## config.mk

```make
export PLATFORM = sky130hd
export DESIGN_NAME = flash_disturb_array
export DESIGN_NICKNAME = d
export VERILOG_FILES = /design/src/rtl/flash_fault_pkg.sv /design/src/rtl/flash_busy_timer.sv /design/src/rtl/flash_fault_cfg.sv /design/src/rtl/flash_cell_plane.sv /design/src/rtl/flash_disturb_array.sv
export SDC_FILE = /design/constraint.sdc
export NUM_CORES = 1
export LEC_CHECK = 0
export ABC_AREA = 1
export BUFFER_PORTS_ARGS = -buffer_cell sky130_fd_sc_hd__clkbuf_2
export CELL_PAD_IN_SITES_DETAIL_PLACEMENT = 0
export CELL_PAD_IN_SITES_GLOBAL_PLACEMENT = 1
export CORE_MARGIN = 4
export CORE_UTILIZATION = 44
export DETAILED_ROUTE_END_ITERATION = 10
export PLACE_DENSITY_LB_ADDON = 0.3
export SETUP_SLACK_MARGIN = 0.05
export SLEW_MARGIN = 10
export SYNTH_ARGS = -nofsm -noshare
export SYNTH_HDL_FRONTEND = slang
export SYNTH_SLANG_ARGS = --single-unit
```

## constraint.sdc

```tcl
create_clock -name clk -period 3.2 [get_ports clk]
set_clock_uncertainty 0.1 [all_clocks]
set_input_delay 0.48 -clock clk [delete_from_list [all_inputs] [get_ports clk]]
set_output_delay 0.48 -clock clk [all_outputs]
set_load 0.03 [all_outputs]
```

## src/rtl/flash_fault_pkg.sv

```systemverilog
package flash_fault_pkg;

  typedef enum logic [1:0] {
    OP_NOP   = 2'd0,
    OP_ERASE = 2'd1,
    OP_PROG  = 2'd2,
    OP_READ  = 2'd3
  } flash_op_e;

  typedef enum logic [2:0] {
    FLT_NONE       = 3'd0,
    FLT_WL_PROG    = 3'd1,
    FLT_WL_ERASE   = 3'd2,
    FLT_BL_PROG    = 3'd3,
    FLT_BL_ERASE   = 3'd4,
    FLT_READ_DIST  = 3'd5,
    FLT_OVER_ERASE = 3'd6
  } flt_kind_e;

endpackage

```

## src/rtl/flash_busy_timer.sv

```systemverilog
module flash_busy_timer
  import flash_fault_pkg::*;
#(
  parameter int ERASE_CYC = 8,
  parameter int PROG_CYC  = 3
) (
  input  logic      clk,
  input  logic      rst_n,
  input  logic      accept,
  input  flash_op_e op,
  output logic      busy
);
  localparam int MAXC  = (ERASE_CYC > PROG_CYC) ? ERASE_CYC : PROG_CYC;
  localparam int CNT_W = $clog2(MAXC + 1);

  logic [CNT_W-1:0] cnt_q;

  always_ff @(posedge clk) begin
    if (!rst_n) begin
      cnt_q <= '0;
    end else if (accept) begin
      case (op)
        OP_ERASE: cnt_q <= CNT_W'(ERASE_CYC);
        OP_PROG:  cnt_q <= CNT_W'(PROG_CYC);
        OP_READ:  cnt_q <= CNT_W'(1);
        OP_NOP:   cnt_q <= '0;
      endcase
    end else if (cnt_q != '0) begin
      cnt_q <= cnt_q - 1'b1;
    end
  end

  assign busy = (cnt_q != '0);
endmodule

```

## src/rtl/flash_fault_cfg.sv

```systemverilog
module flash_fault_cfg
  import flash_fault_pkg::*;
#(
  parameter int ROW_W = 4,
  parameter int COL_W = 4
) (
  input  logic             clk,
  input  logic             rst_n,
  input  logic             busy,
  input  logic [2:0]       type_in,
  input  logic [ROW_W-1:0] agg_row_in,
  input  logic [COL_W-1:0] agg_col_in,
  input  logic [ROW_W-1:0] vic_row_in,
  input  logic [COL_W-1:0] vic_col_in,
  output flt_kind_e        kind_q,
  output logic [ROW_W-1:0] agg_row_q,
  output logic [COL_W-1:0] agg_col_q,
  output logic [ROW_W-1:0] vic_row_q,
  output logic [COL_W-1:0] vic_col_q
);
  flt_kind_e kind_in;

  // Code 7 is mapped to a fault-free array.
  always_comb begin
    if (type_in == 3'd7) kind_in = FLT_NONE;
    else                 kind_in = flt_kind_e'(type_in);
  end

  always_ff @(posedge clk) begin
    if (!rst_n) begin
      kind_q    <= FLT_NONE;
      agg_row_q <= '0;
      agg_col_q <= '0;
      vic_row_q <= '0;
      vic_col_q <= '0;
    end else if (!busy) begin
      kind_q    <= kind_in;
      agg_row_q <= agg_row_in;
      agg_col_q <= agg_col_in;
      vic_row_q <= vic_row_in;
      vic_col_q <= vic_col_in;
    end
  end
endmodule

```

## src/rtl/flash_cell_plane.sv

```systemverilog
module flash_cell_plane
  import flash_fault_pkg::*;
#(
  parameter int ROWS  = 16,
  parameter int COLS  = 16,
  parameter int ROW_W = 4,
  parameter int COL_W = 4
) (
  input  logic                 clk,
  input  logic                 rst_n,
  input  logic                 accept,
  input  flash_op_e            op,
  input  logic [ROW_W-1:0]     row,
  input  logic [COL_W-1:0]     col,
  input  flt_kind_e            kind,
  input  logic [ROW_W-1:0]     agg_row,
  input  logic [COL_W-1:0]     agg_col,
  input  logic [ROW_W-1:0]     vic_row,
  input  logic [COL_W-1:0]     vic_col,
  output logic                 rd_valid,
  output logic                 rd_data,
  output logic [ROWS*COLS-1:0] cells
);
  logic [ROWS-1:0][COLS-1:0] mem_q;
  logic [ROWS-1:0][COLS-1:0] mem_nxt;

  logic erase_go, prog_go, read_go;
  logic cell_cur, at_vic, at_agg, agg_off_vic;
  logic prog_block, trig, wl_kind, bl_kind;
  logic pull_low, push_high, rd_flip, leak;

  assign erase_go = accept && (op == OP_ERASE);
  assign prog_go  = accept && (op == OP_PROG);
  assign read_go  = accept && (op == OP_READ);

  assign cell_cur    = mem_q[row][col];
  assign at_vic      = (row == vic_row) && (col == vic_col);
  assign at_agg      = (row == agg_row) && (col == agg_col);
  assign agg_off_vic = (agg_row != vic_row) || (agg_col != vic_col);

  assign prog_block = (kind == FLT_OVER_ERASE) && at_vic;

  // Only a real 1->0 transition of the aggressor (off the victim) disturbs.
  assign trig    = prog_go && at_agg && agg_off_vic && cell_cur;
  assign wl_kind = (kind == FLT_WL_PROG) || (kind == FLT_WL_ERASE);
  assign bl_kind = (kind == FLT_BL_PROG) || (kind == FLT_BL_ERASE);

  always_comb begin
    pull_low  = 1'b0;
    push_high = 1'b0;
    if (trig && wl_kind && (agg_row == vic_row)) begin
      pull_low  = (kind == FLT_WL_PROG);
      push_high = (kind == FLT_WL_ERASE);
    end
    if (trig && bl_kind && (agg_col == vic_col)) begin
      pull_low  = (kind == FLT_BL_PROG);
      push_high = (kind == FLT_BL_ERASE);
    end
  end

  assign rd_flip = read_go && (kind == FLT_READ_DIST) && at_vic && !cell_cur;
  assign leak    = (kind == FLT_OVER_ERASE) && (col == vic_col) && (row != vic_row);

  // Per-cell next-state selection.
  for (genvar r = 0; r < ROWS; r++) begin : g_row
    for (genvar c = 0; c < COLS; c++) begin : g_col
      logic hit, vic;
      assign hit = (row == ROW_W'(r)) && (col == COL_W'(c));
      assign vic = (vic_row == ROW_W'(r)) && (vic_col == COL_W'(c));
      assign mem_nxt[r][c] =
          erase_go                        ? 1'b1 :
          (prog_go && hit && !prog_block) ? 1'b0 :
          (vic && pull_low)               ? 1'b0 :
          (vic && (push_high || rd_flip)) ? 1'b1 :
                                            mem_q[r][c];
    end
  end

  always_ff @(posedge clk) begin
    if (!rst_n) begin
      mem_q    <= '1;
      rd_valid <= 1'b0;
      rd_data  <= 1'b0;
    end else begin
      mem_q    <= mem_nxt;
      rd_valid <= read_go;
      if (read_go) rd_data <= cell_cur | leak;
    end
  end

  assign cells = mem_q;
endmodule

```

## src/rtl/flash_disturb_array.sv

```systemverilog
module flash_disturb_array
  import flash_fault_pkg::*;
#(
  parameter int ROWS      = 16,
  parameter int COLS      = 16,
  parameter int ERASE_CYC = 8,
  parameter int PROG_CYC  = 3,
  localparam int ROW_W    = $clog2(ROWS),
  localparam int COL_W    = $clog2(COLS)
) (
  input  logic             clk,
  input  logic             rst_n,
  input  logic             cmd_valid,
  output logic             cmd_ready,
  input  logic [1:0]       cmd_op,
  input  logic [ROW_W-1:0] cmd_row,
  input  logic [COL_W-1:0] cmd_col,
  input  logic [2:0]       flt_type,
  input  logic [ROW_W-1:0] flt_agg_row,
  input  logic [COL_W-1:0] flt_agg_col,
  input  logic [ROW_W-1:0] flt_vic_row,
  input  logic [COL_W-1:0] flt_vic_col,
  output logic             rd_valid,
  output logic             rd_data
);
  flash_op_e              op_e;
  logic                   busy, accept;
  flt_kind_e              cfg_kind_q;
  logic [ROW_W-1:0]       cfg_agg_row_q, cfg_vic_row_q;
  logic [COL_W-1:0]       cfg_agg_col_q, cfg_vic_col_q;
  logic [ROWS*COLS-1:0]   cell_state;

  assign op_e      = flash_op_e'(cmd_op);
  assign cmd_ready = !busy;
  assign accept    = cmd_valid && cmd_ready;

  flash_busy_timer #(.ERASE_CYC(ERASE_CYC), .PROG_CYC(PROG_CYC)) u_timer (
    .clk(clk), .rst_n(rst_n), .accept(accept), .op(op_e), .busy(busy)
  );

  flash_fault_cfg #(.ROW_W(ROW_W), .COL_W(COL_W)) u_cfg (
    .clk(clk), .rst_n(rst_n), .busy(busy),
    .type_in(flt_type),
    .agg_row_in(flt_agg_row), .agg_col_in(flt_agg_col),
    .vic_row_in(flt_vic_row), .vic_col_in(flt_vic_col),
    .kind_q(cfg_kind_q),
    .agg_row_q(cfg_agg_row_q), .agg_col_q(cfg_agg_col_q),
    .vic_row_q(cfg_vic_row_q), .vic_col_q(cfg_vic_col_q)
  );

  flash_cell_plane #(.ROWS(ROWS), .COLS(COLS), .ROW_W(ROW_W), .COL_W(COL_W)) u_plane (
    .clk(clk), .rst_n(rst_n), .accept(accept), .op(op_e),
    .row(cmd_row), .col(cmd_col),
    .kind(cfg_kind_q),
    .agg_row(cfg_agg_row_q), .agg_col(cfg_agg_col_q),
    .vic_row(cfg_vic_row_q), .vic_col(cfg_vic_col_q),
    .rd_valid(rd_valid), .rd_data(rd_data), .cells(cell_state)
  );
endmodule

```

Word-level counts from Yosys, hierarchy flattened
Cells that the tools add are included.
- memories kept: 0
- bits in latches: 0
- flip-flop bits (word level): 281
- memory bits (writable): 0
- memory bits (read-only): 0
- magnitude comparators: 2
- divide/modulo/power cells: 0
- multipliers: 0
- mux-type cells: 780
- equality and inequality tests: 79
- reductions and logical operators: 1826
- add/subtract/negate cells: 1
- shifts and indexed selects: 0
- bitwise logic cells: 2
- operators by type and width (cell ; count):
    1-bit logical AND ; 1555
    1-bit 2-to-1 mux ; 773
    3-bit nonzero test ; 256
    4-bit equality test (second input constant) ; 32
    16-bit binary-select mux with 4-bit select ; 1
    4-bit by 3-bit equality test with 1-bit output (second input constant) ; 16
    4-bit by 2-bit equality test with 1-bit output (second input constant) ; 8
    4-bit equality test ; 6
    4-bit by 1-bit equality test with 1-bit output (second input constant) ; 4
    4-bit logical NOT ; 4
    16-bit 2-to-1 mux ; 1
    4-bit case mux with 4 select lines ; 1
    3-bit equality test (second input constant) ; 4
    4-bit != test ; 3
    4-bit by 5-bit less-than comparator with 1-bit output (second input constant) ; 2
    4-bit 2-to-1 mux ; 2
    3-bit by 2-bit equality test with 1-bit output (second input constant) ; 2
    1-bit binary-select mux with 4-bit select ; 1
    2-bit equality test (second input constant) ; 2
    1-bit logical OR ; 4
    4-bit nonzero test ; 1
    4-bit by 1-bit subtractor with 4-bit output (second input constant) ; 1
    3-bit by 1-bit equality test with 1-bit output (second input constant) ; 1
    1-bit logical NOT ; 3
    7 further kinds ; 7

Longest topological paths before layout
Gate-level depths: netlist (run 1).
- depth after elaboration: 16
- gate-level depth with buffers: 24
- gate-level depth less buffers: 20

Modules after synthesis
Synthesis (run 1) repeated with hierarchy kept, for this count alone.
- cells, all modules: 3481
- area, all modules: 18656.6 um2
- modules (own cells, without submodules) (module ; area an instance (um2) ; times used ; seq. area each (um2) ; cells each):
    flash_cell_plane ; 17694.5 ; 1 ; 5165.0 ; 3357
    flash_fault_cfg ; 701.9 ; 1 ; 380.4 ; 86
    flash_busy_timer ; 246.5 ; 1 ; 80.1 ; 35
    flash_disturb_array ; 13.8 ; 1 ; 0.0 ; 3

Worst setup path after synthesis (run 1)
Ideal clock, no wire load.
- path type: input -> register
- start: input port cmd_row[0]
- end: register u_plane.mem_q, in the netlist u_plane.cells[135]
- path slack: 0.571 ns
- data required time: 2.975 ns
- stages on the path: 23
- data arrival time: 2.404 ns
- buffers on the path: 5
- cell sequence: buf_6 buf_6 buf_6 nand2_1 o21ai_0 nand2_1 nand2_1 nand2_1 nand2_1 o21ai_0 nand2_1 nor2_1 nor2_1 nor2_1 nand2_2 nand4_1 nand3_4 buf_6 buf_4 nand2_1 nand2_1 nand2_1 nand2_1
- longest elaborated chain between the ends: 12
- elaborated cells between the ends (all ways): 34
- those cells by class: 3 x eq/ne; 10 x mux; 21 x reduce/logical
- ends and longest elaborated chain (item ; line ; source):
    start: declaration ; flash_disturb_array.sv:16 ; input logic [ROW_W-1:0] cmd_row,
    16-bit binary-select mux with 4-bit select or 4-bit equality test (tied branches) ; flash_cell_plane.sv:36, flash_cell_plane.sv:38 ;
    16-bit 2-to-1 mux (implied by the code) or 1-bit logical AND (tied branches) ; flash_cell_plane.sv:36, flash_cell_plane.sv:38 ;
    1-bit binary-select mux with 4-bit select or 1-bit logical AND (tied branches) ; flash_cell_plane.sv:36, flash_cell_plane.sv:44 ;
    1-bit 2-to-1 mux (implied by the code) or 1-bit logical AND (tied branches) ; flash_cell_plane.sv:36, flash_cell_plane.sv:44 ;
    1-bit logical AND ; flash_cell_plane.sv:44 ; assign trig = prog_go && at_agg && agg_off_vic && cell_cur;
    1-bit logical AND (2 in series) ; flash_cell_plane.sv:51 ; if (trig && wl_kind && (agg_row == vic_row)) begin
    1-bit 2-to-1 mux ; flash_cell_plane.sv:51 ;
    1-bit 2-to-1 mux ; flash_cell_plane.sv:55 ; if (trig && bl_kind && (agg_col == vic_col)) begin
    1-bit logical AND or 1-bit logical OR (tied branches) ; flash_cell_plane.sv:73, flash_cell_plane.sv:74 ;
    1-bit 2-to-1 mux or 1-bit logical AND (tied branches) ; flash_cell_plane.sv:73, flash_cell_plane.sv:74 ;
    1-bit 2-to-1 mux or 3-bit nonzero test (tied branches) ; - ;
    end signal: assignment ; flash_cell_plane.sv:85 ; mem_q <= mem_nxt;
    end: declaration ; flash_cell_plane.sv:24 ; logic [ROWS-1:0][COLS-1:0] mem_q;
Several ways; a longest one is shown, not always the timed one. The select of a mux whose other input is x is not followed.
A chain may end at the register's enable or synchronous reset.

Final worst setup path (run 1)
- start: register u_timer.cnt_q[0]
- end: register u_plane.mem_q, in the netlist u_plane.cells[32]
- longest elaborated chain between the ends: 14
- elaborated cells between the ends (all ways): 29
- those cells by class: 6 x mux; 23 x reduce/logical
- ends and longest elaborated chain (item ; line ; source):
    start: declaration ; flash_busy_timer.sv:16 ; logic [CNT_W-1:0] cnt_q;
    start signal: assignment ; flash_busy_timer.sv:23 ; OP_ERASE: cnt_q <= CNT_W'(ERASE_CYC);
    start signal: assignment ; flash_busy_timer.sv:24 ; OP_PROG: cnt_q <= CNT_W'(PROG_CYC);
    start signal: assignment ; flash_busy_timer.sv:29 ; cnt_q <= cnt_q - 1'b1;
    4-bit nonzero test (*) ; flash_busy_timer.sv:33 ; assign busy = (cnt_q != '0);
    1-bit logical NOT (*) ; - ;
    1-bit logical AND (*) ; flash_disturb_array.sv:35 ; assign accept = cmd_valid && cmd_ready;
    1-bit logical AND ; flash_cell_plane.sv:33 ; assign prog_go = accept && (op == OP_PROG);
    1-bit logical AND (3 in series) ; flash_cell_plane.sv:44 ;
    1-bit logical AND (2 in series) ; flash_cell_plane.sv:51 ;
    1-bit 2-to-1 mux ; flash_cell_plane.sv:51 ;
    1-bit 2-to-1 mux ; flash_cell_plane.sv:55 ;
    1-bit logical AND or 1-bit logical OR (tied branches) ; flash_cell_plane.sv:73, flash_cell_plane.sv:74 ;
    1-bit 2-to-1 mux or 1-bit logical AND (tied branches) ; flash_cell_plane.sv:73, flash_cell_plane.sv:74 ;
    1-bit 2-to-1 mux or 3-bit nonzero test (tied branches) ; - ;
Every way passes the cells marked *; elsewhere a longest branch is shown, timed or not.

==> metrics.txt, run 1 <==
status complete, no violations; Starting DRT DRC Count 2,023; I/O Pins 35; WS Path Type flop to flop; Placed Instances roughly 3,900; Switch Pwr 0.00353 W; H-Tree Depth 2; Gate power share 0.224; pwr dens 486 nW/um^2; crit start category flop; post_cts resized 0; Max Clk Rate 337 MHz; WHS 0.0654 ns; part of the cycle the worst path needs 0.926; via-per-instance ratio 5.24; clk root buf clkbuf_16; CP max FO 18; final setup fails 0; Leak 11.3 nW; Ant. Diodes 0; Slew Limit Headroom 0.285; first-pass GRT wire length 109,000 um; Die H 214 um; Unique masters post-synth 32; syn_area_per_cell 5.43 um^2; Fin. Hold Viols 0; wire length per cell approximately 17 um; Pwr Total 0.0102 W; Clk network pwr share 0.407; GRT overflow 0; synthesized instance count 3,449; vias in the first global route slightly below 20,000; HP Class input pin to flop; CTS clk-pin slew, worst paths 0.06 ns; post-synthesis cell area 18,700 um^2; Die ar. ~46,000 um^2; max-cap viol count 0; VDD IR max 0.345 mV; largest net degree at the start of global routing 126; input/output buffers 34; Worst Tran Pin Value 1.07 ns; # hold bufs at CTS 0; Placer Congestion between 0.9 and 1; std cell rows 75; Yosys warnings 0; Net Count, Synth 3,483; All-Layer GR Usage 0.295; P&R area growth vs syn 12.2%; buffers from clock root to sink, at most 3; Vias 21,000; CTS Buf Count 36; initial core utilization 0.446; #FFs+latches synth 281; P_int 0.00667 W; total core area 42,000 um^2; DRT Pass-1 Iters 7; post-route ant nets 0; WP data required 3.52 ns; clk sinks 281; buffer count from post-CTS setup fixing 0; max-slew violations 0; unrepaired setup endpoints after global routing no; Sw Ratio 0.346; final std cells w/o fill roughly 4,000; Arrival @ worst endpoint around 3.3 ns; Final HPWL DP 44,900 um; initial antenna violation count 0; die width 214 um; final net count 3,479; kind of end point of the critical path flop; Final min period roughly 3 ns; TritonCTS clock tree done; Fin Setup TNS 0 ns; layout cells sized above 1 0.0657; sequential share of the synthesized area 0.300; worst reg-to-reg setup slack ~0.24 ns; Cell Area, Placed 19,800 um^2; drt drc 0; register share of total power 0.369; Routed Wire Length a little under 70,000 um; design area 21,000 um^2; clk_lat worst skew 0.56 ns
==> sequential cells by signal (all words and copies together), names as in the netlist <==
signal / flops
u_cfg.vic_row_q: 4
u_timer.cnt_q: 4
u_cfg.vic_col_q: 4
u_plane.rd_valid: 1
u_plane.cells: 256
u_cfg.agg_row_q: 4
u_cfg.kind_q: 3
u_cfg.agg_col_q: 4
u_plane.rd_data: 1
==> cell type report <==
class | count | area (um^2)
fill | 4422 | 21000
multi-input combinational | 2639 | 10700
sequential | 281 | 5630
timing repair buffer | 162 | 1650
inverter | 325 | 1220
clock buffer | 59 | 1100
tap | 539 | 674
clock inverter | 4 | 70.1
==> critical path, cell delays in order, from the launching register on <==
cell,delay (ns)
dfxtp_1,0.32
inv_1,0.11
ha_1,0.16
nand3_1,0.12
nor2_1,0.14
nand2_1,0.10
nor2_1,0.24
inv_1,0.12
a21oi_2,0.23
buf_4,0.29
nand2_1,0.13
nor4_1,0.55
a21oi_1,0.08
nand2_1,0.10
nand2_1,0.05
==> final timing paths <==
kind	startpoint	to	cells past startpoint
worst max register to register	u_timer.cnt_q[0]	u_plane.cells[32]	14
worst min-delay path	flt_vic_row[3]	u_cfg.vic_row_q[3]	3
worst min register to register	u_plane.cells[234]	u_plane.cells[234]	4
worst max-delay path	u_timer.cnt_q[0]	u_plane.cells[32]	14
==> cells in the final DEF, fill, tap and decap left out <==
master / synthesis / layout
nor2_2: 2 / 3
nor2_4: 0 / 1
xnor2_1: 19 / 19
nand4_1: 8 / 8
and3_1: 1 / 1
clkbuf_16: 0 / 37
clkbuf_8: 0 / 9
a21oi_1: 265 / 265
dfxtp_1: 281 / 281
inv_1: 317 / 316
buf_4: 11 / 87
o22ai_1: 3 / 3
ha_1: 2 / 2
a21oi_2: 1 / 1
nor3_1: 12 / 12
clkinv_1: 5 / 5
nand2_2: 3 / 3
bufinv_16: 0 / 2
a211oi_1: 1 / 1
nand2_1: 1568 / 1567
xor2_1: 4 / 4
clkbuf_2: 0 / 32
clkbuf_1: 114 / 13
nand2_4: 0 / 1
o21ba_2: 1 / 1
nor2_1: 591 / 589
inv_2: 3 / 4
nand3_1: 19 / 19
buf_2: 33 / 1
nor4_1: 3 / 3
o21ai_0: 88 / 88
buf_12: 2 / 41
nand3_2: 1 / 1
clkinv_2: 0 / 2
buf_6: 17 / 1
nand3_4: 1 / 1
o21ai_1: 46 / 46
==> Yosys cell counts <==
cell | instances | area, um^2
buf_4 | 11 | 82.6
and3_1 | 1 | 6.26
o22ai_1 | 3 | 18.8
nor4_1 | 3 | 18.8
nand3_1 | 19 | 95.1
dfxtp_1 | 281 | 5630
inv_2 | 3 | 11.3
ha_1 | 2 | 25.0
o21ba_2 | 1 | 10.0
inv_1 | 317 | 1190
nor3_1 | 12 | 60.1
a21oi_2 | 1 | 8.76
o21ai_1 | 46 | 230
buf_1 | 7 | 26.3
clkbuf_1 | 114 | 428
nand4_1 | 8 | 50.1
nand3_4 | 1 | 17.5
buf_12 | 2 | 40.0
xnor2_1 | 19 | 166
buf_8 | 20 | 300
nand3_2 | 1 | 10.0
nand2_1 | 1568 | 5890
clkinv_1 | 5 | 18.8
nor2_1 | 591 | 2220
o21ai_0 | 88 | 440
buf_6 | 17 | 191
a21oi_1 | 265 | 1330
buf_2 | 33 | 165
xor2_1 | 4 | 35.0
a211oi_1 | 1 | 7.51
nor2_2 | 2 | 12.5
nand2_2 | 3 | 18.8
==> power by group through the flow <==
stage / Combinational [W] / Sequential, W / Clock [W]
after floorplan: 0.00141 / 0.00376 / 0
after global placement: 0.00222 / 0.00383 / 0
after detailed placement: 0.00223 / 0.00384 / 0
after CTS: 0.00224 / 0.00376 / 0.00420
after global routing: 0.00244 / 0.00378 / 0.00433
final: 0.00228 / 0.00377 / 0.00415
==> per-layer routing <==
| metal | up-vias | wire, um | GRT usage |
|---|---|---|---|
| met3 | 182 | 5510 | 0.0356 |
| met4 | 0 | 3130 | 0.132 |
| met5 | - | 0 | 0 |
| met2 | 830 | 30600 | 0.471 |
| met1 | 9628 | 30300 | 0.401 |
| li1 | 10400 | - | - |
==> kinds of logic (layout without fill, tap and decap cells) <==
kind of cell / count (synthesis) / count (layout) / synth area share
AND/OR/NAND/NOR: 2209 / 2209 / 0.448
buffers and inverters: 529 / 550 / 0.131
AO/OA/AOI/OAI: 405 / 405 / 0.109
flip-flops: 281 / 281 / 0.300
XOR/XNOR: 23 / 23 / 0.0107
adder cells (fa/ha/maj): 2 / 2 / 0.00134
==> per-stage QoR <==
step | utilization | setup slack, ns
finish | 0.500 | 0.236
global route | 0.500 | 0.0820
CTS | 0.500 | 0.318
floorplan | - | 0.571
global placement | 0.472 | -0.0657
detailed placement | 0.472 | -0.0896
No activity file was read; power rests on OpenSTA's default activity.
==> inputs of run 2 (changes only) <==
Settings changed: CORE_UTILIZATION 44 to 47, SYNTH_HIERARCHICAL set to 1.
Clock period 3.2 ns to 3.8 ns, I/O delays scaled along.
==> run 2 against run 1 <==
Clock-buffer cell count is 1 lower. Clock power shrank 21%. Worst setup slack better by 0.25 ns. Critical endpoint is now u_plane/cells[40]. Global-route usage is 0.39 points higher. Combinational power fell by 8%. Highest routed layer unchanged. Utilization increased by 2.9 points. Maximum frequency decreased by 11%. Final cell count decreased by 1.0%. Synthesized cell count up 0.93%. Via count grew 0.27%. Flip-flop and latch count is the same. Sequential share of layout area rose by 0.55 points. Largest power group unchanged.
==> metrics.txt, run 2 <==
Placer Congestion 0.926; unrepaired setup endpoints after global routing no; DRT Pass-1 Iters 6; total core area between 30,000 and 40,000 um^2; Yosys warnings 6; first-pass GRT wire length 105,000 um; std cell rows between 70 and 80; largest net degree at the start of global routing 76; drt drc 0; post_cts resized 0; Die ar. 42,900 um^2; sequential share of the synthesized area 0.302; HP Class input pin to flop; max-slew violations 0; H-Tree Depth 2; post-synthesis cell area 18,700 um^2; initial core utilization 0.479; clk sinks 281; kind of end point of the critical path flop; most frequent cells after synthesis 1,566 x nand2_1, 598 x nor2_1, 311 x inv_1, 281 x dfxtp_1, 266 x a21oi_1; wire length per cell roughly 17 um; clk_lat worst skew approximately 0.55 ns; max FFs per register 256; I/O Pins 35; CTS clk-pin slew, worst paths roughly 0.06 ns; layout cells sized above 1 0.0574; fraction of registers with async set/reset 0; Leak between 10 and 15 nW; input/output buffers 34; Net Count, Synth 3,514; CTS Buf Count 35; most frequent cells in the layout 1,565 x nand2_1, 597 x nor2_1, 311 x inv_1, 281 x dfxtp_1, 266 x a21oi_1; Main synth FF type dfxtp_1; syn_area_per_cell 5.36 um^2; Final HPWL DP 42,800 um; via-per-instance ratio 5.31; Arrival @ worst endpoint 3.63 ns; top-count cell post-synth nand2_1; pwr dens 417 nW/um^2; area leader, netlist nand2_1; buffer count from post-CTS setup fixing 0; WP data required between 4 and 5 ns; buffers from clock root to sink, at most 3; Starting DRT DRC Count approximately 2,500; number of flops mapped to enable cells by yosys 0; Max Clk Rate 302 MHz; clk root buf clkbuf_16; part of the cycle the worst path needs 0.872; Synth top area share 0.315; P&R area growth vs syn 10.4%; final net count 3,459; VDD IR max between 0.3 and 0.4 mV; All-Layer GR Usage 0.299; CP max FO 33; max-cap viol count 0; #FFs+latches synth 281; crit start category flop; Vias 21,100; Fin. Hold Viols 0; post-route ant nets 0; commonest non-fill, non-tap cell in the layout nand2_1; top post-synthesis cells by area nand2_1 32%, dfxtp_1 30%, nor2_1 12%; Unique masters post-synth 35; initial antenna violation count 0; Die H around 210 um; Final min period around 3.3 ns; Routed Wire Length 66,700 um; Fin Setup TNS 0 ns; # hold bufs at CTS 0; Pwr Total ~0.0086 W; GRT overflow 0; Worst Tran Pin Value 1.17 ns; status complete, no violations; vias in the first global route 19,300; synthesized instance count 3,481; WS Path Type flop to flop; TritonCTS clock tree done; die width between 200 and 250 um; Ant. Diodes 0; Slew Limit Headroom 0.219; final setup fails 0
## run 2: changes by cell type in the layout (fill, tap and decap cells not counted), sizes merged, moves of 4 or more
cell	previous run	this run
clkinv	7	3
nor2	593	601
or2	0	5
nand3	21	29
nand2	1571	1567
xnor2	19	13
nand4	8	13
nor3	12	24
buf	130	91
inv	320	316
## run 2: cell type report
| type | count | area [um^2] |
|---|---|---|
| Clock inverter | 4 | 22.5 |
| Inverter | 316 | 1190 |
| Tap cell | 518 | 648 |
| Sequential cell | 281 | 5630 |
| Multi-Input combinational cell | 2668 | 10800 |
| Timing Repair Buffer | 124 | 1200 |
| Clock buffer | 58 | 1070 |
| Fill cell | 4136 | 18300 |
## run 2: power breakdown
part	leakage (nW)	switching [W]	internal, W
logic	8.28	0.00159	0.000503
clock network	0.535	0.00135	0.00192
registers	2.28	0.000178	0.00306
total	11.1	0.00311	0.00549
## run 2: worst paths after layout
check	slack, ns	to	start	cells after the start
worst max-delay path	0.49	u_plane/cells[40]	u_timer/cnt_q[0]	15
worst min-delay path	0.18	u_cfg/agg_row_q[1]	flt_agg_row[1]	3
worst max register to register	0.49	u_plane/cells[40]	u_timer/cnt_q[0]	15
worst min register to register	0.39	u_timer/cnt_q[0]	u_timer/cnt_q[0]	2
## run 2: metal layers
metal	GRT usage	up-vias	part of all wire
met5	0	-	0
met4	0.137	0	0.046
met3	0.0494	192	0.092
met2	0.472	891	0.44
met1	0.402	9577	0.42
li1	-	10400	-
## run 2: through the flow
step | std cells | hold slack, ns | utilization | instance area, um^2 | setup WS (ns)
2_1_floorplan | 3481 | 0.353 | - | 18700 | 0.770
3_3_place_gp | 3907 | 0.368 | 0.501 | 19500 | 0.354
3_5_place_dp | 3907 | 0.381 | 0.501 | 19500 | 0.306
4_1_cts | 3969 | 0.155 | 0.529 | 20600 | 0.539
5_1_grt | 3969 | 0.193 | 0.529 | 20600 | 0.273
6_report | 3969 | 0.183 | 0.529 | 20600 | 0.486
## run 2: cell families after synthesis
kind of cell,count (synthesis),share of synthesized area
adder cells (fa/ha/maj),1,0.000671
buffers and inverters,532,0.120
AO/OA/AOI/OAI,404,0.110
AND/OR/NAND/NOR,2245,0.460
flip-flops,281,0.302
XOR/XNOR,18,0.00845
## run 2: worst max-delay path: stages, from the launching register on
cell and delay [ns]:
dfxtp_1 0.32, inv_1 0.09, ha_1 0.24, nand3_2 0.10, nor2_2 0.13, inv_1 0.06
nor3_2 0.26, buf_4 0.35, nand4_1 0.12, nor3_1 0.36, nand4_1 0.21, nand2_4 0.18
buf_4 0.39, a21oi_1 0.13, nand2_1 0.09, nand2_1 0.04
